## config.mk

```make
export PLATFORM = sky130hd
export DESIGN_NAME = verify_readout_guard
export DESIGN_NICKNAME = d
export VERILOG_FILES = /design/src/rtl/vg_pkg.sv /design/src/rtl/vg_key_array.sv /design/src/rtl/vg_lock_ctrl.sv /design/src/rtl/verify_readout_guard.sv
export SDC_FILE = /design/constraint.sdc
export NUM_CORES = 1
export LEC_CHECK = 0
export BUFFER_PORTS_ARGS = -buffer_cell sky130_fd_sc_hd__buf_2
export CAP_MARGIN = 30
export CELL_PAD_IN_SITES_DETAIL_PLACEMENT = 0
export CELL_PAD_IN_SITES_GLOBAL_PLACEMENT = 2
export CORE_ASPECT_RATIO = 2
export CORE_MARGIN = 3
export CORE_UTILIZATION = 40
export CTS_CLUSTER_SIZE = 40
export DETAILED_ROUTE_END_ITERATION = 16
export PLACE_DENSITY = 0.75
export SYNTH_ARGS = -nofsm -noshare
export SYNTH_HDL_FRONTEND = slang
export SYNTH_SLANG_ARGS = --single-unit
```

## constraint.sdc

```tcl
create_clock -name clk_i -period 2.7 [get_ports clk_i]
set_input_delay 0.405 -clock clk_i [delete_from_list [all_inputs] [get_ports clk_i]]
set_output_delay 0.405 -clock clk_i [all_outputs]
set_load 0.02 [all_outputs]
```

## src/rtl/vg_pkg.sv

```systemverilog
package vg_pkg;
  localparam int unsigned BYTE_W = 8;
  typedef logic [BYTE_W-1:0] vg_byte_t;
  localparam vg_byte_t BYTE_BLANK = '1;

  function automatic vg_byte_t vg_scramble(vg_byte_t mem, vg_byte_t key);
    return ~(mem ^ key);
  endfunction
endpackage

```

## src/rtl/vg_key_array.sv

```systemverilog
module vg_key_array
  import vg_pkg::*;
#(
  parameter int unsigned DEPTH = 64,
  localparam int unsigned IW = $clog2(DEPTH)
) (
  input  logic     clk_i,
  input  logic     rst_ni,
  input  logic     wr_i,
  input  logic [IW-1:0] wr_idx_i,
  input  vg_byte_t wr_data_i,
  input  logic     erase_i,
  input  logic [IW-1:0] rd_idx_i,
  output vg_byte_t rd_key_o,
  output logic     active_o
);
  vg_byte_t key_q [DEPTH];
  logic [DEPTH-1:0] not_blank;

  // reset models a blank part; erase dominates writes
  always_ff @(posedge clk_i or negedge rst_ni) begin
    if (!rst_ni) begin
      for (int i = 0; i < DEPTH; i++) key_q[i] <= BYTE_BLANK;
    end else if (erase_i) begin
      for (int i = 0; i < DEPTH; i++) key_q[i] <= BYTE_BLANK;
    end else if (wr_i) begin
      key_q[wr_idx_i] <= key_q[wr_idx_i] & wr_data_i;
    end
  end

  for (genvar g = 0; g < DEPTH; g++) begin : g_flag
    assign not_blank[g] = ~&key_q[g];
  end

  assign active_o = |not_blank;
  assign rd_key_o = key_q[rd_idx_i];
endmodule

```

## src/rtl/vg_lock_ctrl.sv

```systemverilog
module vg_lock_ctrl #(
  parameter int unsigned LOCK_BITS = 3,
  localparam int unsigned LVW = $clog2(LOCK_BITS + 1)
) (
  input  logic                 clk_i,
  input  logic                 rst_ni,
  input  logic                 wr_i,
  input  logic [LOCK_BITS-1:0] wr_data_i,
  input  logic                 erase_i,
  output logic [LVW-1:0]       level_o
);
  logic [LOCK_BITS-1:0] lock_q;

  always_ff @(posedge clk_i or negedge rst_ni) begin
    if (!rst_ni)      lock_q <= '1;
    else if (erase_i) lock_q <= '1;
    else if (wr_i)    lock_q <= lock_q & wr_data_i;
  end

  // level = 1 + index of highest programmed (zero) bit
  always_comb begin
    level_o = '0;
    for (int i = 0; i < LOCK_BITS; i++)
      if (!lock_q[i]) level_o = LVW'(i + 1);
  end
endmodule

```

## src/rtl/verify_readout_guard.sv

```systemverilog
module verify_readout_guard
  import vg_pkg::*;
#(
  parameter int unsigned ADDR_W      = 16,
  parameter int unsigned KEY_DEPTH   = 64,
  parameter int unsigned LOCK_BITS   = 3,
  parameter int unsigned BLOCK_LEVEL = 2,
  localparam int unsigned KIW = $clog2(KEY_DEPTH),
  localparam int unsigned LVW = $clog2(LOCK_BITS + 1)
) (
  input  logic                 clk_i,
  input  logic                 rst_ni,
  input  logic                 rd_en_i,
  input  logic [ADDR_W-1:0]    rd_addr_i,
  input  logic [7:0]           mem_data_i,
  input  logic                 key_wr_i,
  input  logic [KIW-1:0]       key_idx_i,
  input  logic [7:0]           key_data_i,
  input  logic                 lock_wr_i,
  input  logic [LOCK_BITS-1:0] lock_data_i,
  input  logic                 erase_i,
  output logic                 rd_valid_o,
  output logic [7:0]           rd_data_o
);
  vg_byte_t       sel_key;
  logic           enc_active;
  logic [LVW-1:0] lock_level;
  logic           rd_blocked;
  vg_byte_t       rd_next;

  vg_key_array #(.DEPTH(KEY_DEPTH)) i_key (
    .clk_i     (clk_i),
    .rst_ni    (rst_ni),
    .wr_i      (key_wr_i),
    .wr_idx_i  (key_idx_i),
    .wr_data_i (key_data_i),
    .erase_i   (erase_i),
    .rd_idx_i  (rd_addr_i[KIW-1:0]),
    .rd_key_o  (sel_key),
    .active_o  (enc_active)
  );

  vg_lock_ctrl #(.LOCK_BITS(LOCK_BITS)) i_lock (
    .clk_i     (clk_i),
    .rst_ni    (rst_ni),
    .wr_i      (lock_wr_i),
    .wr_data_i (lock_data_i),
    .erase_i   (erase_i),
    .level_o   (lock_level)
  );

  assign rd_blocked = int'(lock_level) >= int'(BLOCK_LEVEL);

  always_comb begin
    if (rd_blocked)      rd_next = BYTE_BLANK;
    else if (enc_active) rd_next = vg_scramble(mem_data_i, sel_key);
    else                 rd_next = mem_data_i;
  end

  always_ff @(posedge clk_i or negedge rst_ni) begin
    if (!rst_ni) begin
      rd_valid_o <= 1'b0;
      rd_data_o  <= BYTE_BLANK;
    end else begin
      rd_valid_o <= rd_en_i;
      if (rd_en_i) rd_data_o <= rd_next;
    end
  end
endmodule

```

==> impl_metrics.toml <==
[place]
numPortBuffers = 44
dp.cells = 4197
dpl.hpwl_microns = 111000
place_congestion = 1.01
place_worst_setup_slack_ns = -0.591

[synth]
synth_flop_cell = "dfstp_2"
async_reset_ff_share_pct = 100
syn_inst = 2949
synth_top_cell_by_area = "dfstp_2"
synth-warning-count = 0
synth_top_area_share_pct = 44.7
syn_area_per_cell_sq_um = 10.4
synth_seq_cells = 523
synth.area.top_cells = "dfstp_2 (45%), mux2i_1 (8.5%), mux4_2 (5.7%)"
syn_area_sq_mm = 0.0307
synth_edf_count = 0
ys_types = 74
syn_nets = 2996
ys_seq_area_share_pct = 44.8

[pwr]
p_per_area_mw_per_mm2 = 504
clkPwrFrac_pct = 41.1
power_switching_w = 0.00555
p_leak_nw = 14.8
swShare_pct = 29.5
internal_power_w = 0.0133
p_total_w = 0.0188
pwr-share-comb_pct = 15.9
p_seq_share_pct = 42.9
peakVddDrop_mv = 0.501

[floorplanning]
start_util_pct = 40.3
die-area_sq_mm = 0.0802
design.core.area_sq_mm = 0.0760
die_h_microns = 398
ios = 56
rows = 143
die_w_microns = 202

[worst_setup_path]
path_max_fanout = 16
end_kind = "register"
crit_path_frequent_cell = "buf_4"
cp_data_arrival_time_ns = 3.22
reg2reg_setup_slack_ns = 0.08
crit_required_ns = 3.28
cpMaxStageDelayCell = "a31oi_1"
r2r-start = "i_key.key_q[51]"
rr_endpoint = "i_key.key_q[139]"
path_cells = "buf_6 > buf_12 > buf_4 > and3b_1 > buf_4 > a32oi_1 > a31oi_1 > a221oi_2 > a41oi_4 > buf_4 > a21bo_2"
r2r_cells = 8
start_kind = "input port"
max_stage_delay_ns = 0.42
crit_type = "input port to register"

[final_layout]
num-fill-cells = 7056
drive_above_1_share_pct = 41.3
final_nets = 3285
layout_common_cells = "dfstp_2 (522), buf_4 (407), a21oi_1 (327)"
final_common_cell = "dfstp_2"
instances_no_fill = 4296
area_growth_pct = 21.8

[sta]
fin_tns_setup_ns = 0
rsz0062_at_grt = "no"
worstMarginPinSlew_ns = 0.781
fin_ws_ns = 0.0574
max_clock_freq_mhz = 378
hold_viol_final = 0
finalCritPeriodShare_pct = 97.9
slew_viol_final = 0
relSlewSlack_pct = 47.9
finalClockSkew_ns = 0.0161
min_period_ns = 2.64
setup_viol = 0

[detailed_routing]
routedWlPerCell_microns = 34.0
wirelength_microns = 146000
drcViolationCount = 0
vias_per_cell = 6.40
vias = 27500
drt-pass1-iter-count = 6
drtIter0Drc = 2670
antenna_left = 0

[clocking]
clkTransAtPathRegs_ns = 0.07
cts_tree = "yes"
root_buffer = "clkbuf_16"
htreeDepth = 2
clock_sinks = 523
clockBufferDepth = 3
numCtsBuffers = 52
clk_latency_ns = 0.64
post_cts_buffers = 0

[grt]
antenna_found_initial = 3
grt_pass1_wl_microns = 208000
grt_usage_pct = 36.0
gr-total-overflow = 0
grt_max_degree = 96
grt_pass1_vias = 28300

[status]
status = "finished clean"

[worst_hold_path]
hold_path.class = "input port to register"
holdPathEnd = "i_lock.lock_q[1]"
worstHoldStart = "lock_wr_i"
whs_path_depth = 4

[flow_run]
drv_cap = 0
==> cell families (layout without fill, tap and decap cells) <==
kind of cell,Yosys count,in the layout,share of synthesized area [%]
buf+inv,314,645,4.94
simple gates,613,613,9.66
flops,523,523,44.8
other cells,0,1,0
mux,362,362,15.1
compound gates,1137,1137,25.5
==> metal layers <==
layer	wire [microns]	track usage, %
met5	13	0
met4	16400	31.7
met2	71000	61.4
met3	8540	5.29
met1	50200	38.7
==> power by group through the flow <==
stage               clock [W]  sequential, W  combinational, W
floorplan                   0        0.00818           0.00129
CTS                   0.00787        0.00807           0.00295
detailed placement          0        0.00819           0.00294
global route          0.00812        0.00808           0.00308
finish                0.00773        0.00808           0.00299
global placement            0        0.00819           0.00292
==> worst max path at each step <==
stage	start	endpoint	slack, ns
final	key_idx_i[2]	i_key.key_q[270]	0.06
after global routing	i_key.key_q[224]	i_key.key_q[416]	0.01
after CTS	i_key.key_q[84]	i_key.key_q[444]	0.06
after detailed placement	key_idx_i[0]	i_key.key_q[147]	-0.59
after global placement	key_idx_i[0]	i_key.key_q[147]	-0.56
after floorplan	key_idx_i[1]	i_key.key_q[285]	0.12
==> worst max-delay path: cells and delay by family <==
family	cells	cell delay, ns
buffers and inverters	5	1.23
AND/OR/NAND/NOR	1	0.34
AO/OA/AOI/OAI	5	1.19
==> synth_stat cells (5+ instances only) <==
master,number
nor3b_1,12
dfstp_2,522
nand2b_1,11
clkbuf_1,180
a21bo_1,37
o21ai_0,185
mux4_2,77
nand3_1,54
o32a_1,8
and3_1,8
buf_2,74
mux2_2,17
o31a_1,11
a21bo_2,53
nand4_1,9
nand3b_1,6
o221ai_1,10
a221oi_1,40
o21ai_1,16
nor4_1,9
nor2_1,88
o22a_1,16
inv_1,8
or2_2,6
o211ai_1,156
nand2_1,266
mux2i_1,260
a21oi_1,327
o31ai_1,5
nor2b_1,63
o22ai_1,35
buf_1,17
buf_6,26
a22oi_1,91
and2_1,54
or3b_2,12
a211o_1,104
==> state kept, by name, indices dropped and copies added, names as in the netlist <==
name           flops
rd_data_o          8
i_lock.lock_q      2
i_key.key_q      512
rd_valid_o         1
==> area by class of cell <==
cell class	instances	area [sq um]	share of cell area, %
diodes	1	2.50	0.00670
clock buffers	67	1480	3.96
clock inverters	29	270	0.724
inverters	10	40.0	0.107
multi-input cells	2112	15500	41.4
flip-flops and latches	523	13700	36.8
well taps	1015	1270	3.40
repair buffers	539	5070	13.6
==> stage by stage <==
step,hold WS (ns),cell area [sq um],utilization (%)
2_1_floorplan,0.109,30700,-
3_3_place_gp,0.467,35600,46.8
3_5_place_dp,0.479,35600,46.8
4_1_cts,0.0438,37300,49.1
5_1_grt,0.113,37300,49.1
6_report,0.0747,37300,49.1
==> timing repair <==
action,CTS,global route
resized for setup,0,2
setup endpoints to repair,0,32
endpoints found under the hold margin,2,0
hold buffers,2,0
(Power assumes the default switching activity.)
